## src/rtl/bgmd_alu_pkg.sv

```systemverilog
// Shared operation codes and pickup selects for the background
// multiply/divide ALU. Encodings are fixed: issuing logic depends on them.
package bgmd_alu_pkg;
    localparam logic [4:0] OP_OR   = 5'd0;
    localparam logic [4:0] OP_AND  = 5'd1;
    localparam logic [4:0] OP_NOR  = 5'd2;
    localparam logic [4:0] OP_NAND = 5'd3;
    localparam logic [4:0] OP_XOR  = 5'd4;
    localparam logic [4:0] OP_ZERO = 5'd5;
    localparam logic [4:0] OP_XNOR = 5'd6;
    localparam logic [4:0] OP_ONES = 5'd7;
    localparam logic [4:0] OP_ADD  = 5'd8;
    localparam logic [4:0] OP_ADDC = 5'd9;
    localparam logic [4:0] OP_SUB  = 5'd10;
    localparam logic [4:0] OP_SUBC = 5'd11;
    localparam logic [4:0] OP_CMP  = 5'd12;
    localparam logic [4:0] OP_LSH  = 5'd13;
    localparam logic [4:0] OP_ASH  = 5'd14;
    localparam logic [4:0] OP_XSH  = 5'd15;
    localparam logic [4:0] OP_ROT  = 5'd16;
    localparam logic [4:0] OP_MDRD = 5'd17;
    localparam logic [4:0] OP_NOP  = 5'd18;

    localparam logic [1:0] SEL_MUL_LO = 2'd0;
    localparam logic [1:0] SEL_MUL_HI = 2'd1;
    localparam logic [1:0] SEL_DIV    = 2'd2;
endpackage

```

## src/rtl/bgmd_alu_path.sv

```systemverilog
// Single-cycle path: logic, adder and shift operations.
// Purely combinational. Assumes W is a power of two; the shift amount
// uses the low log2(W) bits of b.
module bgmd_alu_path
    import bgmd_alu_pkg::*;
#(
    parameter int W = 32
) (
    input  logic [4:0]   op,
    input  logic [W-1:0] a,
    input  logic [W-1:0] b,
    input  logic         cin,
    input  logic         xin,
    output logic [W-1:0] res,
    output logic         carry,
    output logic         ovf,
    output logic         ext
);
    localparam int SHW = $clog2(W);

    logic [SHW-1:0] amt;
    logic [W-1:0]   b_eff;
    logic           c_eff;
    logic [W:0]     sum;
    logic           is_adder;
    logic [W-1:0]   lsh_v, ash_v, xsh_v, rot_v, fill_mask;

    assign amt = b[SHW-1:0];

    // Choose the second adder operand and its carry for each adder code.
    always_comb begin : adder_setup
        b_eff = b;
        c_eff = 1'b0;
        case (op)
            OP_ADDC:        c_eff = cin;
            OP_SUB, OP_CMP: begin b_eff = ~b; c_eff = 1'b1; end
            OP_SUBC:        begin b_eff = ~b; c_eff = cin;  end
            default:        ;
        endcase
    end

    assign sum      = {1'b0, a} + {1'b0, b_eff} + {{W{1'b0}}, c_eff};
    assign is_adder = (op >= OP_ADD) && (op <= OP_CMP);

    assign lsh_v     = a >> amt;
    assign ash_v     = $signed(a) >>> amt;
    assign fill_mask = ~({W{1'b1}} >> amt);
    assign xsh_v     = lsh_v | (xin ? fill_mask : {W{1'b0}});
    assign rot_v     = lsh_v | (a << (W - int'(amt)));
    assign ext       = (amt != '0) ? a[amt - 1'b1] : 1'b0;

    // Result multiplexer across all single-cycle codes.
    always_comb begin : result_mux
        case (op)
            OP_OR:   res = a | b;
            OP_AND:  res = a & b;
            OP_NOR:  res = ~(a | b);
            OP_NAND: res = ~(a & b);
            OP_XOR:  res = a ^ b;
            OP_ZERO: res = '0;
            OP_XNOR: res = ~(a ^ b);
            OP_ONES: res = '1;
            OP_ADD, OP_ADDC, OP_SUB, OP_SUBC, OP_CMP: res = sum[W-1:0];
            OP_LSH:  res = lsh_v;
            OP_ASH:  res = ash_v;
            OP_XSH:  res = xsh_v;
            OP_ROT:  res = rot_v;
            default: res = '0;
        endcase
    end

    // Carry and signed overflow exist only for adder codes.
    always_comb begin : adder_flags
        carry = is_adder & sum[W];
        ovf   = is_adder & (a[W-1] == b_eff[W-1]) & (sum[W-1] != a[W-1]);
    end
endmodule

```

## src/rtl/bgmd_alu_mul.sv

```systemverilog
// Background signed multiplier. A low start_n latches both operands.
// The full 2W product is registered one cycle later, and the result can be
// read from the second cycle after the latch while start_n stays high.
// Assumes starts are spaced at least three cycles apart.
module bgmd_alu_mul #(
    parameter int W = 32
) (
    input  logic         clk,
    input  logic         rst_n,
    input  logic         start_n,
    input  logic [W-1:0] a,
    input  logic [W-1:0] b,
    input  logic         sel_hi,
    input  logic         acc_en,
    input  logic [W-1:0] addend,
    output logic         ready,
    output logic [W-1:0] res
);
    localparam logic [1:0] STEP_DONE = 2'd2;

    logic [W-1:0]   op_a, op_b;
    logic           have_ops;
    logic [1:0]     step;
    logic [2*W-1:0] prod;

    // Latch operands on start, then count up to the ready step.
    always_ff @(posedge clk) begin : mul_ctrl
        if (!rst_n) begin
            op_a     <= '0;
            op_b     <= '0;
            have_ops <= 1'b0;
            step     <= '0;
        end else if (!start_n) begin
            op_a     <= a;
            op_b     <= b;
            have_ops <= 1'b1;
            step     <= 2'd1;
        end else if (have_ops && step != STEP_DONE) begin
            step <= step + 2'd1;
        end
    end

    // Register the full signed product during step 1.
    always_ff @(posedge clk) begin : mul_prod
        if (!rst_n) begin
            prod <= '0;
        end else if (step == 2'd1) begin
            prod <= $signed({{W{op_a[W-1]}}, op_a}) * $signed({{W{op_b[W-1]}}, op_b});
        end
    end

    assign ready = start_n && have_ops && (step == STEP_DONE);

    // Pick the high word, the low word, or the low word plus an addend.
    always_comb begin : mul_form
        if (sel_hi)      res = prod[2*W-1:W];
        else if (acc_en) res = prod[W-1:0] + addend;
        else             res = prod[W-1:0];
    end

    // the result is never readable on the cycle right after a start.
    assert_mul_latency_R6: assert property (@(posedge clk) disable iff (!rst_n)
        !start_n |=> !ready);
endmodule

```

## src/rtl/bgmd_alu_div.sv

```systemverilog
// Background signed restoring divider, one quotient bit per step.
// The step counter advances every other cycle. Steps 1..W iterate,
// step W+1 applies signs, the quotient reads at step W+2 and the
// remainder at step W+3.
// Assumes a new start is not issued while a pickup is still pending.
module bgmd_alu_div #(
    parameter int W = 32
) (
    input  logic         clk,
    input  logic         rst_n,
    input  logic         start,
    input  logic [W-1:0] a,
    input  logic [W-1:0] b,
    output logic         q_ready,
    output logic         r_ready,
    output logic [W-1:0] quo,
    output logic [W-1:0] rem
);
    localparam int CW = $clog2(W + 4);
    localparam logic [CW-1:0] LAST_ITER = CW'(W);
    localparam logic [CW-1:0] FIX_STEP  = CW'(W + 1);
    localparam logic [CW-1:0] Q_STEP    = CW'(W + 2);
    localparam logic [CW-1:0] R_STEP    = CW'(W + 3);

    logic [CW-1:0] step;
    logic          tick, have_ops, neg_q, neg_r, dz;
    logic [W-1:0]  quo_r, rem_r, dvs;
    logic [W:0]    shifted, trial;
    logic          iterate, fixup;

    assign shifted = {rem_r, quo_r[W-1]};
    assign trial   = shifted - {1'b0, dvs};
    assign iterate = tick && (step != '0) && (step <= LAST_ITER);
    assign fixup   = tick && (step == FIX_STEP);

    // Step counter with the half-rate tick.
    always_ff @(posedge clk) begin : div_count
        if (!rst_n) begin
            step     <= '0;
            tick     <= 1'b0;
            have_ops <= 1'b0;
        end else if (start) begin
            step     <= {{(CW-1){1'b0}}, 1'b1};
            tick     <= 1'b0;
            have_ops <= 1'b1;
        end else begin
            tick <= ~tick;
            if (tick && have_ops && step != R_STEP) step <= step + 1'b1;
        end
    end

    // Operand magnitudes, the shift-subtract iterations and the sign fix.
    always_ff @(posedge clk) begin : div_data
        if (!rst_n) begin
            quo_r <= '0;
            rem_r <= '0;
            dvs   <= '0;
            neg_q <= 1'b0;
            neg_r <= 1'b0;
            dz    <= 1'b0;
        end else if (start) begin
            quo_r <= a[W-1] ? -a : a;
            dvs   <= b[W-1] ? -b : b;
            rem_r <= '0;
            neg_q <= a[W-1] ^ b[W-1];
            neg_r <= a[W-1];
            dz    <= (b == '0);
        end else if (iterate) begin
            if (!trial[W]) begin
                rem_r <= trial[W-1:0];
                quo_r <= {quo_r[W-2:0], 1'b1};
            end else begin
                rem_r <= shifted[W-1:0];
                quo_r <= {quo_r[W-2:0], 1'b0};
            end
        end else if (fixup) begin
            quo_r <= dz ? '1 : (neg_q ? -quo_r : quo_r);
            rem_r <= neg_r ? -rem_r : rem_r;
        end
    end

    assign q_ready = !start && have_ops && (step == Q_STEP);
    assign r_ready = !start && have_ops && (step == R_STEP);
    assign quo     = quo_r;
    assign rem     = rem_r;

    // nothing is readable on the cycle right after a start.
    assert_div_start_R8: assert property (@(posedge clk) disable iff (!rst_n)
        start |=> (!q_ready && !r_ready));
    // the remainder step is only reached from the quotient step.
    assert_div_order_R8: assert property (@(posedge clk) disable iff (!rst_n)
        $rose(step == R_STEP) |-> $past(step == Q_STEP));
endmodule

```

## src/rtl/bgmd_alu.sv

```systemverilog
// Top: single-cycle path plus background multiplier and divider.
// Chooses between the path result and a background pickup, and builds
// the flags, including the chained zero flag.
// Assumes the issuing logic spaces starts and pickups correctly.
module bgmd_alu
    import bgmd_alu_pkg::*;
#(
    parameter int W = 32
) (
    input  logic         clk,
    input  logic         rst_n,
    input  logic [4:0]   op_code,
    input  logic [W-1:0] opa,
    input  logic [W-1:0] opb,
    input  logic         carry_in,
    input  logic         ext_in,
    input  logic         zero_in,
    input  logic         mul_start_n,
    input  logic         div_start,
    input  logic [1:0]   md_sel,
    input  logic         md_acc,
    output logic [W-1:0] result,
    output logic         carry_out,
    output logic         divz_out,
    output logic         neg_out,
    output logic         ovf_out,
    output logic         ext_out,
    output logic         zero_out,
    output logic         md_err
);
    logic [W-1:0] path_res, mul_res, div_quo, div_rem;
    logic         path_c, path_v, path_x;
    logic         mul_rdy, q_rdy, r_rdy;
    logic         is_md, zero_chain;

    assign is_md = (op_code == OP_MDRD);

    bgmd_alu_path #(.W(W)) u_path (
        .op(op_code), .a(opa), .b(opb), .cin(carry_in), .xin(ext_in),
        .res(path_res), .carry(path_c), .ovf(path_v), .ext(path_x)
    );

    bgmd_alu_mul #(.W(W)) u_mul (
        .clk(clk), .rst_n(rst_n), .start_n(mul_start_n), .a(opa), .b(opb),
        .sel_hi(md_sel == SEL_MUL_HI), .acc_en(md_acc), .addend(opa),
        .ready(mul_rdy), .res(mul_res)
    );

    bgmd_alu_div #(.W(W)) u_div (
        .clk(clk), .rst_n(rst_n), .start(div_start), .a(opa), .b(opb),
        .q_ready(q_rdy), .r_ready(r_rdy), .quo(div_quo), .rem(div_rem)
    );

    // Merge the path result with a background pickup.
    always_comb begin : output_select
        result    = path_res;
        carry_out = path_c;
        ovf_out   = path_v;
        md_err    = 1'b0;
        if (is_md) begin
            carry_out = 1'b0;
            ovf_out   = 1'b0;
            result    = '0;
            case (md_sel)
                SEL_MUL_LO, SEL_MUL_HI: begin
                    if (mul_rdy) result = mul_res;
                    else         md_err = 1'b1;
                end
                SEL_DIV: begin
                    if (q_rdy)      result = div_quo;
                    else if (r_rdy) result = div_rem;
                    else            md_err = 1'b1;
                end
                default: md_err = 1'b1;
            endcase
        end
    end

    // Flags built from the final result and the operands.
    always_comb begin : flag_build
        zero_chain = (op_code == OP_ADDC) || (op_code == OP_SUBC) ||
                     (is_md && md_sel == SEL_MUL_HI);
        zero_out   = (result == '0) && (!zero_chain || zero_in);
        neg_out    = result[W-1];
        divz_out   = (opb == '0);
        ext_out    = path_x;
    end

    // an early or invalid pickup returns zero.
    assert_err_zero_R10: assert property (@(posedge clk) disable iff (!rst_n)
        md_err |-> (result == '0));
    // the zero flag is never raised over a nonzero result.
    assert_zero_flag_R4: assert property (@(posedge clk) disable iff (!rst_n)
        zero_out |-> (result == '0));
endmodule

```

## config.mk

```make
export PLATFORM = sky130hd
export DESIGN_NAME = bgmd_alu
export DESIGN_NICKNAME = d
export VERILOG_FILES = /design/src/rtl/bgmd_alu_pkg.sv /design/src/rtl/bgmd_alu_path.sv /design/src/rtl/bgmd_alu_mul.sv /design/src/rtl/bgmd_alu_div.sv /design/src/rtl/bgmd_alu.sv
export SDC_FILE = /design/constraint.sdc
export NUM_CORES = 2
export LEC_CHECK = 0
export BUFFER_PORTS_ARGS = -buffer_cell sky130_fd_sc_hd__buf_4
export CAP_MARGIN = 20
export CORE_ASPECT_RATIO = 1.75
export CORE_MARGIN = 4
export CORE_UTILIZATION = 45
export DETAILED_ROUTE_END_ITERATION = 8
export GPL_ROUTABILITY_DRIVEN = 1
export SYNTH_ARGS = -nofsm -noshare
export SYNTH_HDL_FRONTEND = slang
export SYNTH_SLANG_ARGS = --single-unit
```

## constraint.sdc

```tcl
create_clock -name clk -period 14.2 [get_ports clk]
set_clock_uncertainty 0.2 [all_clocks]
set_input_delay 4.26 -clock clk [delete_from_list [all_inputs] [get_ports clk]]
set_output_delay 4.26 -clock clk [all_outputs]
set_load 0.03 [all_outputs]
```

==> metrics.txt <==
status finished clean; r2r endpoint u_mul.prod[59]; Starting Density a little under half; leakage component of the power about 32 nW; CTS Buf Count 23; placer congestion estimate 1.16; yosys synthesis warning count 0; Clk Latency, worst-skew pair 590 ps; top cells by area, synth fa_1 (34%), dfxtp_1 (7.5%), ha_1 (7.1%); Initial DRC Count roughly 4.4k; Nets ~8.8k; r2r startpoint u_mul.op_a[10]; Async SR Flop Fraction 0%; Worst Hold End u_div.tick; Max Buffers Root-to-Sink 3; Cell variety after synth 98; Root Driver clkbuf_16; Yosys top cell by area fa_1; Mean Syn Cell Area roughly 8.6 um2; worst reg2reg path depth 25; row cnt 181; Post-Route WL approximately 280 mm; Syn Inst Count between 7k and 8k; RSZ-0062 raised after global routing no; share of cells above drive strength 1 7.50%; Final Hold Fails 0; cell with the most instances after synthesis inv_1; total core area about 0.14 mm2; Critical Path AT 9410 ps; Tot Pwr ~5.7 mW; # setup viols final 0; FMAX between 70 and 80 MHz; initial antenna violation count 28; hold_buf cts 0; die area 0.147 mm2; grt ovf 0; Pwr Density roughly 84 mW/mm2; Main synth FF type dfxtp_1; Avg WL per Cell ~31 um; vias per cell just over 6; Hold Path Class reg -> reg; Pre-antenna DRT Iters 5; WHS Path Cells 1; vias after detailed routing about 56k; maximum VDD drop 0.000116 V; H-tree depth 1; global-route wire length before repair between 400 and 500 mm; CTS tree done; max-cap violation count 0; hold path start u_div.tick; vias in the first global route between 50k and 60k; CTS sink cnt between 200 and 250; Max FO, Critical Path 19; DPL Wire Length approximately 230 mm; Worst setup EP type primary output; setup_tns 0 ps; Area Growth Syn to Fin 6.42%; Tmin final between 10,000 and 15,000 ps; number of synthesized flops with an enable pin 0; area share of the largest cell type after synthesis roughly a third; Die Width a little under 300 um; Critical Path RT 9740 ps; Slew HR between 15 and 20%; Startpoint Class input port; gr usage total 38.2%; Remaining DRCs 0; register area share after synthesis under 10%; die height 504 um; cell area after synthesis between 0.06 and 0.07 mm2; post-route ant nets 0; synth cell count leaders inv_1 (1,156), fa_1 (1,086), nand2_1 (830); Fillers roughly 14k; r2r setup slk 4660 ps; period utilization between 90 and 100%; synthesized flop and latch total 238; pin count of the biggest net entering global routing around 90; Post-Syn Nets 8,905; port bufs between 100 and 150; Slew Limit Fails 0; clock transition at the registers of the reported paths approximately 60 ps; I/O pin count 118; CP Class in -> out; Slew @ Worst Pin approximately 1200 ps
## worst max-delay path, stage by stage
cell and delay, ps:
buf_4 230, nor2b_2 330, o21ai_4 120, xnor2_1 150, fa_1 480, inv_1 120, fa_1 490, a222oi_1 450
o21ai_0 150, a221oi_1 280, o2111ai_1 210, or4_1 570, nor4_1 220, nand4_1 170, nor4_1 450, nand3b_1 210
nor4b_4 290, buf_4 210
## final cells by class
type / count / area, um2 / area share, %
multi-input cells: 5494 / 52300 / 77.8
flip-flops and latches: 238 / 4790 / 7.12
inverters: 1161 / 4360 / 6.48
repair buffers: 351 / 2710 / 4.03
well taps: 1830 / 2290 / 3.41
clock buffers: 32 / 669 / 0.996
clock inverters: 7 / 70.1 / 0.104
diodes: 28 / 70.1 / 0.104
## through the flow
step / instances / instance area (um2) / hold slack, ps / util [%] / setup WS, ps
after floorplan: 7383 / 63200 / 230 / - / 124
after global placement: 9067 / 66300 / 252 / 47.6 / 318
after detailed placement: 9069 / 66300 / 266 / 47.6 / 325
after CTS: 9108 / 67100 / 281 / 48.2 / 314
after global routing: 9114 / 67200 / 298 / 48.2 / 41.7
final: 9141 / 67200 / 278 / 48.3 / 328
## where the power goes
part           total, mW  internal [mW]  leakage (nW)  switching, mW
logic               4.14           1.55          29.3           2.59
registers          0.876          0.742          1.96          0.133
clock network      0.650          0.347         0.365          0.302
total               5.67           2.64          31.6           3.02
## kinds of logic after synthesis
group,synth area share (%)
AND/OR/NAND/NOR,17.6
XOR/XNOR,4.34
adder cells (fa/ha/maj),41.5
AO/OA/AOI/OAI,13.3
multiplexers,5.78
buffers and inverters,9.98
flip-flops,7.54
## sequential cells by signal (all words and copies together), names as in the netlist
| register | cells |
|---|---|
| u_mul.prod | 64 |
| u_div.dvs | 32 |
| u_div.quo | 32 |
| u_div.rem | 32 |
| u_mul.op_a | 32 |
| u_mul.op_b | 32 |
| u_div.step | 6 |
| u_mul.step | 2 |
| u_div.dz | 1 |
| u_div.have_ops | 1 |
| u_div.neg_q | 1 |
| u_div.neg_r | 1 |
| u_div.tick | 1 |
| u_mul.have_ops | 1 |
## how the worst max path moves through the flow
| stage | start | to | slack [ps] | cells after the start |
|---|---|---|---|---|
| after floorplan | op_code[1] | zero_out | 120 | 22 |
| after global placement | op_code[3] | zero_out | 320 | 18 |
| after detailed placement | op_code[3] | zero_out | 330 | 19 |
| after CTS | op_code[3] | zero_out | 310 | 18 |
| after global routing | op_code[3] | zero_out | 40 | 20 |
| final | op_code[3] | zero_out | 330 | 18 |
## placed cells by master, fill, tap and decap left out, types with 81 or more instances in the layout
cell        n
fa_1     1086
nor2_1    274
mux2i_1   192
a21oi_1   275
nor2b_1   167
nand2_1   829
ha_1      355
dfxtp_1   221
a31oi_1    81
buf_4     341
inv_1    1156
o21ai_0   246
xnor2_1   241
and2_1    561
a21o_1     92
## metal layers
metal | part of all wire [%] | track usage, %
met5 | 0.0078 | 0
met4 | 11 | 33.9
met3 | 5.6 | 6.80
met2 | 51 | 67.9
met1 | 33 | 38.1
## timing repair
action                                  CTS  global route
resized for setup                         0             2
hold endpoints to repair                  0             0
endpoints found under the setup margin    0             1
buffers inserted                          0             0
(Power assumes the default switching activity.)
